[src/rtl/xbh_pkg.sv]
package xbh_pkg;

  typedef enum logic [1:0] {
    WM_EXT  = 2'd0,
    WM_INT  = 2'd1,
    WM_ANY  = 2'd2,
    WM_BOTH = 2'd3
  } wait_mode_e;

  // Log2 of bank size from the bank code, clamped at the largest code.
  function automatic int unsigned bank_log2(input int unsigned code,
                                            input int unsigned min_l2,
                                            input int unsigned max_code);
    return ((code > max_code) ? max_code : code) + min_l2;
  endfunction

endpackage

[src/rtl/xbh_sync.sv]
module xbh_sync #(
  parameter int STAGES = 2
) (
  input  logic clk,
  input  logic rst,
  input  logic d,
  output logic q
);
  logic [STAGES-1:0] stg;

  generate
    if (STAGES == 1) begin : g_one
      always_ff @(posedge clk) begin
        if (rst) stg <= '0;
        else     stg <= d;
      end
    end else begin : g_chain
      always_ff @(posedge clk) begin
        if (rst) stg <= '0;
        else     stg <= {stg[STAGES-2:0], d};
      end
    end
  endgenerate

  assign q = stg[STAGES-1];
endmodule

[src/rtl/xbh_wait_engine.sv]
module xbh_wait_engine
  import xbh_pkg::*;
#(
  parameter int WCNT_W = 3
) (
  input  logic              clk,
  input  logic              rst,
  input  logic              start_ok,
  input  wait_mode_e        mode,
  input  logic [WCNT_W-1:0] wcnt,
  input  logic              ext_rdy_s,
  output logic              busy,
  output logic              done
);
  logic [WCNT_W-1:0] cnt;
  logic              int_rdy;
  logic              fin;

  assign int_rdy = (cnt == '0);

  always_comb begin
    case (mode)
      WM_EXT:  fin = ext_rdy_s;
      WM_INT:  fin = int_rdy;
      WM_ANY:  fin = ext_rdy_s | int_rdy;
      default: fin = ext_rdy_s & int_rdy;
    endcase
  end

  always_ff @(posedge clk) begin
    if (rst) begin
      busy <= 1'b0;
      cnt  <= '0;
      done <= 1'b0;
    end else begin
      done <= busy & fin;
      if (busy) begin
        if (fin)              busy <= 1'b0;
        else if (cnt != '0)   cnt  <= cnt - 1'b1;
      end else if (start_ok) begin
        busy <= 1'b1;
        cnt  <= wcnt;
      end
    end
  end
endmodule

[src/rtl/xbh_hold_ctrl.sv]
module xbh_hold_ctrl (
  input  logic clk,
  input  logic rst,
  input  logic hw_req_s,
  input  logic inhibit,
  input  logic sw_hold,
  input  logic busy,
  output logic want,
  output logic held
);
  assign want = sw_hold | (hw_req_s & ~inhibit);

  always_ff @(posedge clk) begin
    if (rst)       held <= 1'b0;
    else if (held) held <= want;
    else           held <= want & ~busy;
  end
endmodule

[src/rtl/xbus_wait_hold.sv]
module xbus_wait_hold
  import xbh_pkg::*;
#(
  parameter int WCNT_W        = 3,
  parameter int SYNC_STAGES   = 2,
  parameter int BANK_CODE_W   = 5,
  parameter int BANK_MIN_LOG2 = 8,
  parameter int BANK_MAX_CODE = 16,
  parameter int SHIFT_W       = 5
) (
  input  logic                                 clk,
  input  logic                                 rst,
  input  logic                                 ctl_we,
  input  logic [2+WCNT_W+3+BANK_CODE_W-1:0]    ctl_wdata,
  output logic [2+WCNT_W+3+BANK_CODE_W-1:0]    ctl_rdata,
  input  logic                                 cyc_start,
  output logic                                 cyc_done,
  input  logic                                 ext_rdy,
  input  logic                                 hold_req,
  output logic                                 holdack_n,
  output logic                                 bus_oe,
  output logic [SHIFT_W-1:0]                   bank_shift
);
  localparam int WC_LSB   = 2;
  localparam int INH_BIT  = WC_LSB + WCNT_W;
  localparam int SWH_BIT  = INH_BIT + 1;
  localparam int STAT_BIT = SWH_BIT + 1;
  localparam int BNK_LSB  = STAT_BIT + 1;
  localparam int CTL_W    = BNK_LSB + BANK_CODE_W;

  localparam logic [CTL_W-1:0] STAT_MASK = CTL_W'(1) << STAT_BIT;
  localparam logic [CTL_W-1:0] WR_MASK   = ~STAT_MASK;
  localparam logic [CTL_W-1:0] RST_VAL   =
    (CTL_W'(WM_BOTH)) | ((CTL_W'((1 << WCNT_W) - 1)) << WC_LSB);

  logic [CTL_W-1:0]  ctl_q;
  wait_mode_e        mode;
  logic [WCNT_W-1:0] wcnt;
  logic              inh_q;
  logic              swh_q;
  logic              rdy_s;
  logic              hreq_s;
  logic              eng_busy;
  logic              hold_want;
  logic              held;
  logic              start_ok;

  always_ff @(posedge clk) begin
    if (rst) begin
      ctl_q      <= RST_VAL;
      bank_shift <= SHIFT_W'(BANK_MIN_LOG2);
    end else if (ctl_we) begin
      ctl_q      <= ctl_wdata & WR_MASK;
      bank_shift <= SHIFT_W'(bank_log2(
                      int'(unsigned'(ctl_wdata[BNK_LSB +: BANK_CODE_W])),
                      BANK_MIN_LOG2, BANK_MAX_CODE));
    end
  end

  assign mode  = wait_mode_e'(ctl_q[1:0]);
  assign wcnt  = ctl_q[WC_LSB +: WCNT_W];
  assign inh_q = ctl_q[INH_BIT];
  assign swh_q = ctl_q[SWH_BIT];

  xbh_sync #(.STAGES(SYNC_STAGES)) u_rdy_sync (
    .clk(clk), .rst(rst), .d(ext_rdy), .q(rdy_s)
  );

  xbh_sync #(.STAGES(SYNC_STAGES)) u_hold_sync (
    .clk(clk), .rst(rst), .d(hold_req), .q(hreq_s)
  );

  xbh_hold_ctrl u_hold (
    .clk(clk), .rst(rst), .hw_req_s(hreq_s), .inhibit(inh_q),
    .sw_hold(swh_q), .busy(eng_busy), .want(hold_want), .held(held)
  );

  assign start_ok = cyc_start & ~held & ~hold_want;

  xbh_wait_engine #(.WCNT_W(WCNT_W)) u_wait (
    .clk(clk), .rst(rst), .start_ok(start_ok), .mode(mode), .wcnt(wcnt),
    .ext_rdy_s(rdy_s), .busy(eng_busy), .done(cyc_done)
  );

  assign holdack_n = ~held;
  assign bus_oe    = ~held;
  assign ctl_rdata = ctl_q | (held ? STAT_MASK : '0);
endmodule

[config.mk]
export PLATFORM = sky130hd
export DESIGN_NAME = xbus_wait_hold
export DESIGN_NICKNAME = d
export VERILOG_FILES = /design/src/rtl/xbh_pkg.sv /design/src/rtl/xbh_sync.sv /design/src/rtl/xbh_wait_engine.sv /design/src/rtl/xbh_hold_ctrl.sv /design/src/rtl/xbus_wait_hold.sv
export SDC_FILE = /design/constraint.sdc
export NUM_CORES = 1
export LEC_CHECK = 0
export ABC_AREA = 1
export ABC_CLOCK_PERIOD_IN_PS = 1230
export BUFFER_PORTS_ARGS = -buffer_cell sky130_fd_sc_hd__clkbuf_2
export CAP_MARGIN = 30
export CORE_AREA = 2 2 47 66
export CTS_CLUSTER_DIAMETER = 40
export DETAILED_ROUTE_END_ITERATION = 12
export DIE_AREA = 0 0 49 68
export GPL_TIMING_DRIVEN = 0
export HOLD_SLACK_MARGIN = 0.03
export PLACE_DENSITY = 0.69
export SLEW_MARGIN = 10
export SYNTH_ARGS = -nofsm -noshare
export SYNTH_HDL_FRONTEND = slang
export SYNTH_SLANG_ARGS = --single-unit
[constraint.sdc]
create_clock -name clk -period 1.23 [get_ports clk]
set_input_delay 0.1845 -clock clk [delete_from_list [all_inputs] [get_ports clk]]
set_output_delay 0.1845 -clock clk [all_outputs]
set_load 0.005 [all_outputs]
==> results.json, run 1 <==
{
  "outcome": "finished with violations",
  "violations": "negative setup slack",
  "leakagePower_nw": 0.7215,
  "dr.pass1.iters": 4,
  "coreArea_um2": 2791,
  "yosysSeqAreaShare": 0.4838,
  "post-dp-hpwl_um": 1925,
  "final_core_util": 0.5114,
  "cts_root_buf": "clkbuf_8",
  "antennaDiodeCount": 0,
  "critPathRequiredTime_ns": 1.40,
  "clockBufferDepth": 2,
  "period_share": 1.012,
  "cts_tree": "done",
  "path_max_fanout": 5,
  "ant_nets": 0,
  "start_util": 0.4003,
  "worstSetupEndpointType": "register",
  "synthFlopType": "dfxtp_1",
  "cp.arrival_ns": 1.42,
  "ir_drop_mv": 0.8362,
  "hold_viol": 0,
  "yosysMostFrequentCell": "nand2_1",
  "relSlewSlack": 0.6831,
  "drc": 0,
  "synth_warnings": 0,
  "cap_violations": 0,
  "synth-edff-count": 0,
  "io_buffer_count": 37,
  "fmax_mhz": 803.5,
  "grt-ovfl-total": 0,
  "grt_max_degree": 15,
  "min_path_type": "in -> reg",
  "first_global_vias": 1026,
  "synth_area_leader_cell": "dfxtp_1",
  "die_area_um2": 3332,
  "pwr_density_cell_nw_per_um2": 1300,
  "fin_skew_ns": 0.006602,
  "timing.hold.ws_ns": 0.09658,
  "async_flop_share": 0,
  "seqCellArea_um2": 541.8,
  "ys_ff_latch": 27,
  "nFillCells": 291,
  "drive_gt1_frac": 0.3021,
  "layout_setup_ws_ns": -0.01453,
  "crit_type": "reg -> reg",
  "start_kind": "register",
  "synth_cell_types": 21,
  "die_w_um": 49,
  "multi_input_area_um2": 466.7,
  "setup_viol": 2,
  "vias": 1090,
  "numCtsBuffers": 3,
  "clock_latency_ns": 0.27,
  "clk_pin_slew_ns": 0.09,
  "routed_wirelength_um": 2482,
  "via_per_inst": 4.760,
  "synth.net_count": 171,
  "nets": 214,
  "cts_max_level": 1,
  "worst-slew-pin-transition_ns": 0.4753,
  "clkSinkCount": 27,
  "ys_top_cells_by_count": "42 x nand2_1, 27 x dfxtp_1, 18 x inv_1, 13 x nor2_1, 12 x a21oi_1",
  "rsz0062_at_grt": "true",
  "fin_crit_ns": 1.245,
  "synthesis.area_um2": 1117,
  "synthCells": 150,
  "final-max-slew-violation-count": 0,
  "grt_first_pass_wirelength_um": 4209,
  "wl_per_cell_um": 10.84,
  "die-height_um": 68,
  "antenna_found_initial": 0,
  "gp_congestion": 0.7333,
  "syn_to_final_growth_pct": 27.77,
  "grt_use_total": 0.1608,
  "ys_top_cells_by_area": "dfxtp_1 48%, nand2_1 14%, inv_1 6.0%",
  "syn_area_per_cell_um2": 7.449,
  "row_count": 23,
  "synth.top_cell.area_share": 0.4838,
  "ioPinCount": 40,
  "first_iter_violations": 26
}
## metrics by stage
stage | setup TNS (ns) | setup WS (ns) | area, µm² | std cells | total power [W]
5_1_grt | -0.2618 | -0.09427 | 1428 | 229 | 0.001955
4_1_cts | -0.04318 | -0.02286 | 1418 | 228 | 0.001854
6_report | -0.01954 | -0.01453 | 1428 | 229 | 0.001856
3_3_place_gp | -0.1336 | -0.06248 | 1349 | 224 | 0.001324
2_1_floorplan | 0 | 0.03527 | 1117 | 150 | 0.001216
3_5_place_dp | -0.2906 | -0.1169 | 1349 | 224 | 0.001339
## timing repair
| action | CTS | global route |
|---|---|---|
| buffers inserted | 0 | 1 |
| setup endpoints to repair | 3 | 3 |
| hold buffers | 0 | 0 |
| pin swaps | 3 | 1 |
| gates resized for setup | 8 | 1 |
## registers in the layout (all words and copies together), names as in the netlist
signal / cells
u_wait.cnt: 3
u_hold_sync.stg: 2
bank_shift: 5
ctl_q: 12
u_wait.busy: 1
u_hold.held: 1
u_wait.done: 1
u_rdy_sync.stg: 2
## worst max-delay path: stages (launching register included)
cell and delay (ns):
dfxtp_2 0.35, inv_4 0.07, ha_4 0.13, inv_2 0.03
nor2_2 0.09, nand2_1 0.07, nand2_2 0.08, nand3_4 0.09
nand3_2 0.09, nand2_1 0.05, inv_1 0.05, nor2_1 0.04
## cell type report
| cell class | count | share of cell area |
|---|---|---|
| sequential | 27 | 0.3795 |
| multi-input combinational | 95 | 0.3269 |
| timing repair buffer | 38 | 0.1350 |
| inverter | 20 | 0.05434 |
| buffer | 8 | 0.04032 |
| tap | 37 | 0.03243 |
| clock buffer | 4 | 0.03155 |
## worst paths after layout
path                                          from                 end  slack (ns)  depth (start not counted)
worst max-delay path                 u_wait.cnt[0]       u_wait.cnt[0]       -0.01                         11
worst min-delay path                       ext_rdy   u_rdy_sync.stg[0]         0.1                          3
worst max register to register       u_wait.cnt[0]       u_wait.cnt[0]       -0.01                         11
worst min register to register  u_hold_sync.stg[0]  u_hold_sync.stg[1]        0.41                          2
## per-layer routing
metal  vias to the layer above  part of all wire  wire [µm]  track usage
li1                        553                 -          -            -
met1                       507              0.42       1034       0.1705
met2                        26              0.53       1325       0.3082
met3                         4             0.037         92      0.02620
met4                         0             0.012         29      0.08214
met5                         -                 0          0            0
## where the power goes
part | switching (W) | leakage, nW | internal, W
Sequential | 0.0000495 | 0.223 | 0.000937
Combinational | 0.000204 | 0.475 | 0.000168
Clock | 0.000266 | 0.0228 | 0.000232
Total | 0.000520 | 0.721 | 0.00134
## placed cells by master, fill, tap and decap left out, types with 2 or more instances in the layout
| cell | synthesis | routed |
|---|---|---|
| nand3_1 | 11 | 11 |
| inv_2 | 1 | 3 |
| inv_1 | 18 | 15 |
| nor2_1 | 13 | 12 |
| dfxtp_1 | 27 | 26 |
| o21ai_0 | 5 | 5 |
| clkbuf_1 | 1 | 2 |
| clkbuf_8 | 0 | 3 |
| a21oi_1 | 12 | 12 |
| clkbuf_2 | 0 | 37 |
| nand2_1 | 42 | 42 |
| nand4_1 | 3 | 3 |
| buf_4 | 5 | 6 |
## kinds of logic (layout without fill, tap and decap cells)
group | after synthesis | count (layout) | synth area share
buffers and inverters | 28 | 70 | 0.1187
flip-flops | 27 | 27 | 0.4838
AO/OA/AOI/OAI | 20 | 20 | 0.09407
adder cells (fa/ha/maj) | 2 | 2 | 0.02239
AND/OR/NAND/NOR | 73 | 73 | 0.2811
(Power assumes the default switching activity.)
==> run 2, diff against run 1 <==
--- a/config.mk
+++ b/config.mk
@@ -7,7 +7,7 @@
 export LEC_CHECK = 0
 export ABC_AREA = 1
 export ABC_CLOCK_PERIOD_IN_PS = 1230
-export BUFFER_PORTS_ARGS = -buffer_cell sky130_fd_sc_hd__clkbuf_2
+export BUFFER_PORTS_ARGS = -buffer_cell sky130_fd_sc_hd__buf_2
 export CAP_MARGIN = 30
 export CORE_AREA = 2 2 47 66
 export CTS_CLUSTER_DIAMETER = 40
==> constraint.sdc (replaced) <==
create_clock -name clk -period 1.23 [get_ports clk]
set_input_delay 0.123 -clock clk [delete_from_list [all_inputs] [get_ports clk]]
set_output_delay 0.123 -clock clk [all_outputs]
set_load 0.005 [all_outputs]
==> run 2 against run 1 <==
Highest routed layer unchanged. Non-clock buffer count unchanged. Hold slack worse by 0.042 ns. Clock skew down 0.0049 ns. Critical endpoint unchanged. Core utilization up 1.1 points. Die area unchanged. Critical path depth down 1. Critical path type unchanged. Clock power down 1%. Routed wire length up 5.3%. Register-to-register slack about the same. The run still ends with negative setup slack left. Sequential power up 0.6%.
==> results.json, run 2 (same netlist as run 1, synthesis figures left out) <==
{
  "worstSetupEndpointType": "register",
  "post-place-cells": 224,
  "numCtsBuffers": 3,
  "largest_register_ffs": 12,
  "r2r-start": "u_wait.cnt[0]",
  "final_common_cell": "nand2_1",
  "grt_max_degree": 15,
  "ctsHoldBuffers": 0,
  "nFillCells": 285,
  "final_cell_area_um2": 1458,
  "nets": 214,
  "clk_pin_slew_ns": 0.09,
  "wl_per_cell_um": 11.41,
  "final-max-slew-violation-count": 0,
  "final_core_util": 0.5222,
  "drive_gt1_frac": 0.3333,
  "holdPathStages": 3,
  "via_per_inst": 4.699,
  "grt_use_total": 0.1608,
  "clkSinkCount": 27,
  "cap_violations": 0,
  "fmax_mhz": 803.4,
  "antennaDiodeCount": 0,
  "dr.pass1.iters": 4,
  "routed_wirelength_um": 2613,
  "die_w_um": 49,
  "io_buffer_count": 37,
  "final_cells": 229,
  "fin_skew_ns": 0.001657,
  "grt_first_pass_wirelength_um": 4229,
  "layout_setup_ws_ns": -0.01475,
  "ioPinCount": 40,
  "start_util": 0.4003,
  "outcome": "finished with violations",
  "cts_max_level": 1,
  "reg_top3": "ctl_q (12), bank_shift (5), u_wait.cnt (3)",
  "first_iter_violations": 17,
  "syn_to_final_growth_pct": 30.46,
  "post-dp-hpwl_um": 1994,
  "clock_latency_ns": 0.26,
  "fin_crit_ns": 1.245,
  "crit_type": "reg -> reg",
  "ant_nets": 0,
  "setup_viol": 1,
  "timing.rr.end": "u_wait.cnt[0]",
  "pwr_density_cell_nw_per_um2": 1298,
  "cts_root_buf": "clkbuf_8",
  "die-height_um": 68,
  "row_count": 23,
  "cp-startpoint": "u_wait.cnt[0]",
  "final_cell_mix": "39 x nand2_1, 38 x buf_2, 25 x dfxtp_1",
  "start_kind": "register",
  "gp_congestion": 0.6986,
  "grt-ovfl-total": 0,
  "rsz0062_at_grt": "true",
  "violations": "negative setup slack",
  "worst-slew-pin-transition_ns": 0.4816,
  "antenna_found_initial": 0,
  "ff2ff_path_depth": 10,
  "leakagePower_nw": 0.7242,
  "ir_drop_mv": 0.8786,
  "first_global_vias": 987,
  "vias": 1076,
  "endpoint": "u_wait.cnt[0]",
  "drc": 0,
  "clockBufferDepth": 2,
  "period_share": 1.012,
  "totalPowerFinal_w": 0.001891,
  "largest_register": "ctl_q",
  "placed_area_um2": 1349,
  "cp.arrival_ns": 1.45,
  "cts_tree": "done",
  "path_max_fanout": 5,
  "relSlewSlack": 0.6789,
  "coreArea_um2": 2791,
  "min_path_type": "in -> reg",
  "r2r_slack_ns": -0.01,
  "critPathRequiredTime_ns": 1.43,
  "die_area_um2": 3332,
  "hold_viol": 0
}
## run 2: cell types whose count changed in the layout (fill, tap and decap cells not counted), sizes merged
| cell | delta |
|---|---|
| buf | +37 |
| clkbuf | -37 |
## run 2: stage by stage
step	setup TNS (ns)	worst slack (ns)	hold slack (ns)
CTS	-0.07220	-0.03791	0.04915
detailed placement	-0.2690	-0.1094	0.3348
global placement	-0.1292	-0.06339	0.3242
floorplan	0	0.03527	0.2300
finish	-0.01475	-0.01475	0.05507
global route	-0.2448	-0.08717	0.04682
## run 2: layout make-up
| class | count | area, µm² | share of cell area |
|---|---|---|---|
| Tap cell | 37 | 46.29 | 0.03176 |
| Timing Repair Buffer | 38 | 192.7 | 0.1322 |
| Clock buffer | 4 | 45.04 | 0.03090 |
| Sequential cell | 27 | 543.0 | 0.3725 |
| Inverter | 20 | 80.08 | 0.05494 |
| Buffer | 8 | 57.56 | 0.03948 |
| Multi-Input combinational cell | 95 | 493.0 | 0.3382 |
## run 2: how the worst min path moves through the flow
| stage | end | start |
|---|---|---|
| finish | u_hold_sync.stg[0] | hold_req |
| global route | u_wait.cnt[2] | rst |
| global placement | u_rdy_sync.stg[0] | ext_rdy |
| detailed placement | u_wait.busy | rst |
| floorplan | u_hold_sync.stg[0] | hold_req |
| CTS | u_wait.cnt[2] | rst |
## run 2: repair_timing
| action | in CTS | in global routing |
|---|---|---|
| endpoints found under the setup margin | 3 | 4 |
| buffers inserted | 0 | 1 |
| pin swaps | 6 | 2 |
| resized for setup | 9 | 10 |
## run 2: report_power, final
part	switching, W	total (W)	internal [W]
combinational	0.000225	0.000408	0.000183
clock	0.000260	0.000491	0.000231
sequential	0.0000543	0.000993	0.000938
total	0.000539	0.00189	0.00135
## run 2: routing by layer
metal | vias up | global-route usage | routed length (µm)
met5 | - | 0 | 0
met4 | 0 | 0.05714 | 18
met3 | 2 | 0.02402 | 77
met2 | 20 | 0.3134 | 1423
met1 | 500 | 0.1774 | 1094
li1 | 554 | - | -
## run 2: worst max-delay path, stage by stage, from the launching register on
cell     delay [ns]
dfxtp_2        0.34
inv_4          0.07
ha_4           0.13
inv_2          0.04
nor2_4         0.09
nand2_2        0.07
nand2_4        0.07
nand3_4        0.09
nand4_1        0.11
nand2_1        0.07
nor2_1         0.10
